File: src/rtl/flash_key_ctrl.sv
module flash_key_ctrl #(
  parameter int ADDR_W     = 12,
  parameter int PAGE_BYTES = 1024
) (
  input  logic              clk,
  input  logic              rst_n,
  input  logic              bus_sel,
  input  logic              bus_wr,
  input  logic [7:0]        bus_addr,
  input  logic [31:0]       bus_wdata,
  output logic [31:0]       bus_rdata,
  output logic              fl_req,
  output logic              fl_erase,
  output logic [ADDR_W-1:0] fl_addr,
  output logic [15:0]       fl_data,
  input  logic              fl_done
);

  localparam int PAGE_LSB = $clog2(PAGE_BYTES);
  localparam int ERASE_B  = 18;
  localparam int BUSY_B   = 20;
  localparam int ERR_B    = 0;

  localparam logic [7:0] OFS_CFG  = 8'h00;
  localparam logic [7:0] OFS_SET  = 8'h04;
  localparam logic [7:0] OFS_CLR  = 8'h08;
  localparam logic [7:0] OFS_ADDR = 8'hA0;
  localparam logic [7:0] OFS_DATA = 8'hB0;
  localparam logic [7:0] OFS_KEY  = 8'hC0;

  localparam logic [7:0] K_ARM    = 8'hA5;
  localparam logic [7:0] K_ONE    = 8'hF1;
  localparam logic [7:0] K_MANY   = 8'hF2;

  typedef enum logic [1:0] {
    KS_LOCKED = 2'd0,
    KS_ARMED  = 2'd1,
    KS_ONE    = 2'd2,
    KS_MANY   = 2'd3
  } key_t;

  key_t              key_st;
  logic              erase_en;
  logic              err_q;
  logic [ADDR_W-1:0] wr_addr_q;

  wire wr      = bus_sel & bus_wr;
  wire wr_all  = wr && bus_addr == OFS_CFG;
  wire wr_set  = wr && bus_addr == OFS_SET;
  wire wr_clr  = wr && bus_addr == OFS_CLR;
  wire wr_wa   = wr && bus_addr == OFS_ADDR;
  wire wr_wd   = wr && bus_addr == OFS_DATA;
  wire wr_key  = wr && bus_addr == OFS_KEY;
  wire busy    = fl_req;
  wire open_st = key_st == KS_ONE || key_st == KS_MANY;
  wire go      = wr_wd && open_st && !busy && !wr_addr_q[0];
  wire refuse  = (wr_wd && !go) || (wr_wa && busy);

  wire [ADDR_W-1:0] page_base = {wr_addr_q[ADDR_W-1:PAGE_LSB], {PAGE_LSB{1'b0}}};
  wire [31:0] cfg_rd = (32'(erase_en) << ERASE_B) | (32'(busy) << BUSY_B) | (32'(err_q) << ERR_B);
  wire [7:0] kb = bus_wdata[7:0];

  always_comb begin
    case (bus_addr)
      OFS_CFG, OFS_SET, OFS_CLR: bus_rdata = cfg_rd;
      OFS_ADDR:                  bus_rdata = 32'(wr_addr_q);
      OFS_KEY:                   bus_rdata = 32'(key_st);
      default:                   bus_rdata = 32'd0;
    endcase
  end

  always_ff @(posedge clk or negedge rst_n) begin
    if (!rst_n) begin
      erase_en <= 1'b0;
    end else if (wr_all) begin
      erase_en <= bus_wdata[ERASE_B];
    end else if (wr_set && bus_wdata[ERASE_B]) begin
      erase_en <= 1'b1;
    end else if (wr_clr && bus_wdata[ERASE_B]) begin
      erase_en <= 1'b0;
    end
  end

  always_ff @(posedge clk or negedge rst_n) begin
    if (!rst_n) begin
      err_q <= 1'b0;
    end else if (refuse) begin
      err_q <= 1'b1;
    end else if (wr_clr && bus_wdata[ERR_B]) begin
      err_q <= 1'b0;
    end
  end

  always_ff @(posedge clk or negedge rst_n) begin
    if (!rst_n) begin
      wr_addr_q <= '0;
    end else if (wr_wa && !busy) begin
      wr_addr_q <= bus_wdata[ADDR_W-1:0];
    end else if (go && !erase_en && key_st == KS_MANY) begin
      wr_addr_q <= wr_addr_q + ADDR_W'(2);
    end
  end

  always_ff @(posedge clk or negedge rst_n) begin
    if (!rst_n) begin
      key_st <= KS_LOCKED;
    end else if (wr_key) begin
      if (key_st == KS_ARMED)
        key_st <= kb == K_ONE ? KS_ONE : kb == K_MANY ? KS_MANY : KS_LOCKED;
      else
        key_st <= kb == K_ARM ? KS_ARMED : KS_LOCKED;
    end else if (go && key_st == KS_ONE) begin
      key_st <= KS_LOCKED;
    end
  end

  always_ff @(posedge clk or negedge rst_n) begin
    if (!rst_n) begin
      fl_req   <= 1'b0;
      fl_erase <= 1'b0;
      fl_addr  <= '0;
      fl_data  <= '0;
    end else if (go) begin
      fl_req   <= 1'b1;
      fl_erase <= erase_en;
      fl_addr  <= erase_en ? page_base : wr_addr_q;
      fl_data  <= bus_wdata[15:0];
    end else if (fl_done) begin
      fl_req   <= 1'b0;
    end
  end

endmodule

File: config.mk
export PLATFORM = sky130hd
export DESIGN_NAME = flash_key_ctrl
export DESIGN_NICKNAME = d
export VERILOG_FILES = /design/src/rtl/flash_key_ctrl.sv
export SDC_FILE = /design/constraint.sdc
export NUM_CORES = 1
export LEC_CHECK = 0
export BUFFER_PORTS_ARGS = -buffer_cell sky130_fd_sc_hd__buf_2
export CAP_MARGIN = 20
export CORE_MARGIN = 2
export CORE_UTILIZATION = 50
export DETAILED_ROUTE_END_ITERATION = 6
export PLACE_DENSITY_LB_ADDON = 0.1
export RECOVER_POWER = 100
export SETUP_SLACK_MARGIN = 0.5
export SKIP_CTS_REPAIR_TIMING = 1
export SLEW_MARGIN = 20
export SYNTH_ARGS = -nofsm -noshare
export SYNTH_HDL_FRONTEND = slang
export SYNTH_SLANG_ARGS = --single-unit
export TNS_END_PERCENT = 30
File: constraint.sdc
create_clock -name clk -period 3.2 [get_ports clk]
set_input_delay 0.64 -clock clk [delete_from_list [all_inputs] [get_ports clk]]
set_output_delay 0.64 -clock clk [all_outputs]
set_load 0.005 [all_outputs]
==> impl_metrics.csv <==
group,metric,value,unit
outcome,outcome,"finished clean",
routing,num_vias,2096,
clock_network,cts_buffers,5,
sta,finalCritPeriodShare,89.8,%
floorplanning,core_area,0.00475,mm2
global_routing,grt_pass1_vias,1833,
finish,layout-drive-gt1-share,23.7,%
sta,rsz0062_at_grt,"true",
synth,netlist_area,0.00247,mm2
worst_setup_path,cp_data_arrival_time,2.23,ns
global_routing,antenna_found_initial,0,
routing,firstDrtPassIters,4,
synth,synth_cells,261,
global_routing,grt_usage,21.9,%
routing,drt_wl_total,5680,um
pwr,cellPowerDensity,356,mW/mm2
placement,hpwlAfterDp,4090,um
pwr,leakage,0.00143,uW
synth,async_flop_share,100,%
sta,max_freq,0.348,GHz
sta,final.setup.tns,0,ns
routing,route.detailed.drc,0,
clock_network,htreeDepth,2,
global_routing,grt_overflow,0,
global_routing,grt_pass1_wl,9090,um
routing,via_per_inst,5.23,
pwr,swShare,23.5,%
routing,final_antenna_net_count,0,
worst_setup_path,path_cells,"buf_2 -> or3_1 -> or4_1 -> a21oi_1 -> a22oi_1 -> nand2_1 -> buf_2",
synth,ys_ff_latch,46,
finish,layout_common_cells,"54 x buf_2, 47 x nand2_1, 46 x dfrtp_1, 21 x o21ai_0, 19 x clkbuf_1",
clock_network,cts_sinks,46,
finish,postLayoutCellArea,0.00288,mm2
floorplanning,die_w,74.3,um
synth,synth_area_per_cell,9.47,um2
clock_network,clockBufferDepth,2,
clock_network,cts-root-buf,"clkbuf_8",
floorplanning,die_h,74.3,um
worst_setup_path,worst-path-max-fanout,4,
global_routing,grt_max_degree,47,
placement,place_area,0.00284,mm2
synth,synth_edf_count,0,
floorplanning,die-area,0.00552,mm2
worst_setup_path,path_class,"in2out",
sta,slew_headroom,23.6,%
synth,synth-seq-area-share,46.6,%
pwr,pwr-share-comb,6.3,%
pwr,p_clk_share,35.6,%
pwr,p_seq_share,58.1,%
finish,area_delta_synth_final,16.6,%
pwr,p_switching,241,uW
pwr,ir_drop,0.000258,V
worst_setup_path,worst-path-buf-inv,2,
worst_setup_path,critPathTopFamily,"simple AND/OR/NAND/NOR gates",
routing,first_iter_violations,106,
placement,gp_congestion,0.814,
sta,finClkSkew,0.00529,ns
synth,yosys_warnings,0,
synth,ys_types,47,
sta,worstMarginPinSlew,1.15,ns
clock_network,clkLatencyLatePin,0.30,ns
run,drv_cap,0,
floorplanning,fp-row-count,25,
clock_network,clk_pin_slew,0.08,ns
worst_setup_path,slowest_stage,"or4_1",
pwr,p_int,785,uW
finish,nets,379,
worst_setup_path,endpoint_kind,"output port",
sta,maxSlewViolCount,0,
sta,period_minus_slack,2.87,ns
placement,port_buffers,73,
floorplanning,start_util,52.0,%
worst_setup_path,crit_top_cell,"buf_2",
sta,finalSetupViolCount,0,
worst_setup_path,cp.required,2.56,ns
sta,final-hold-violation-count,0,
clock_network,cts_tree,"yes",
finish,layout_commonest_cell,"buf_2",
finish,n_antenna_cell,0,
synth,synth_ff_type,"dfrtp_1",
routing,wl_per_cell,14.2,um
floorplanning,ioPinCount,107,
worst_setup_path,start_kind,"input pin",
min_path,min_path_type,"in2async",
worst_setup_path,max_stage_delay,0.46,ns
==> metal layers <==
metal | track usage [%] | up-vias | routed length, um
li1 | - | 1022 | -
met1 | 32.3 | 996 | 2720
met2 | 32.4 | 71 | 2560
met3 | 4.34 | 7 | 329
met4 | 7.54 | 0 | 68
met5 | 0 | - | 0
==> final cells by class <==
type                    instances  area, um2
clock buffers                   6       82.6
flip-flops and latches         46       1150
fillers                       474       1870
well taps                      67       83.8
repair buffers                 77        364
clock inverters                 2       12.5
multi-input cells             196       1160
inverters                       7       26.3
==> per-stage QoR <==
| stage | util, % | hold slack [ns] | cells | total power, uW | setup WS, ns |
|---|---|---|---|---|---|
| after CTS | 61.6 | 0.471 | 401 | 1040 | 0.355 |
| after detailed placement | 59.6 | 0.452 | 393 | 673 | 0.357 |
| after global routing | 60.7 | 0.379 | 401 | 1080 | 0.244 |
| after floorplan | - | 0.344 | 278 | 644 | 0.740 |
| after global placement | 59.6 | 0.445 | 393 | 672 | 0.388 |
| final | 60.7 | 0.329 | 401 | 1030 | 0.326 |
==> cells in the mapped netlist (4+ instances only) <==
| library cell | count | area, um2 |
|---|---|---|
| a21oi_1 | 6 | 30.0 |
| and2_1 | 13 | 81.3 |
| and3_1 | 5 | 31.3 |
| buf_4 | 18 | 135 |
| clkbuf_1 | 8 | 30.0 |
| dfrtp_1 | 46 | 1150 |
| inv_1 | 7 | 26.3 |
| mux2_2 | 13 | 146 |
| nand2_1 | 47 | 176 |
| nand2b_1 | 11 | 68.8 |
| nand3_1 | 5 | 25.0 |
| nand4b_1 | 4 | 35.0 |
| nor3_1 | 5 | 25.0 |
| o21ai_0 | 19 | 95.1 |
| o311ai_0 | 6 | 52.6 |
==> state kept, by name, summed over array words and instances (netlist names) <==
register   flops
err_q          1
fl_data       16
fl_req         1
fl_addr       12
wr_addr_q     12
key_st         2
fl_erase       1
erase_en       1
==> cell families after synthesis <==
kind of cell	Yosys count	share of synthesized area (%)
other	1	0.152
AOI/OAI and AO/OA	46	11.8
adders and majority gates	1	0.506
muxes	13	5.92
and+or+nand+nor	117	26.4
xor gates and xnor gates	1	0.354
DFF	46	46.6
buffers and inverters	36	8.35
==> power groups by stage <==
stage / clock network [uW] / registers [uW] / logic [uW]
2_1_floorplan: 0 / 603 / 41.4
3_3_place_gp: 0 / 607 / 65.1
5_1_grt: 407 / 597 / 74.8
6_report: 365 / 595 / 64.9
3_5_place_dp: 0 / 607 / 66.1
4_1_cts: 376 / 595 / 66.5
==> path summary, 6_finish.rpt <==
kind,from,depth (start not counted),slack (ns),endpoint
max,bus_addr[4],7,0.33,bus_rdata[0]
min,rst_n,1,0.33,fl_data[0]
max reg2reg,key_st[1],6,0.69,wr_addr_q[6]
min reg2reg,fl_data[0],2,0.47,fl_data[0]
max in group asynchronous,rst_n,1,2.47,wr_addr_q[1]
min in group clk,fl_data[0],2,0.47,fl_data[0]
Power figures use the tool's default switching activity.
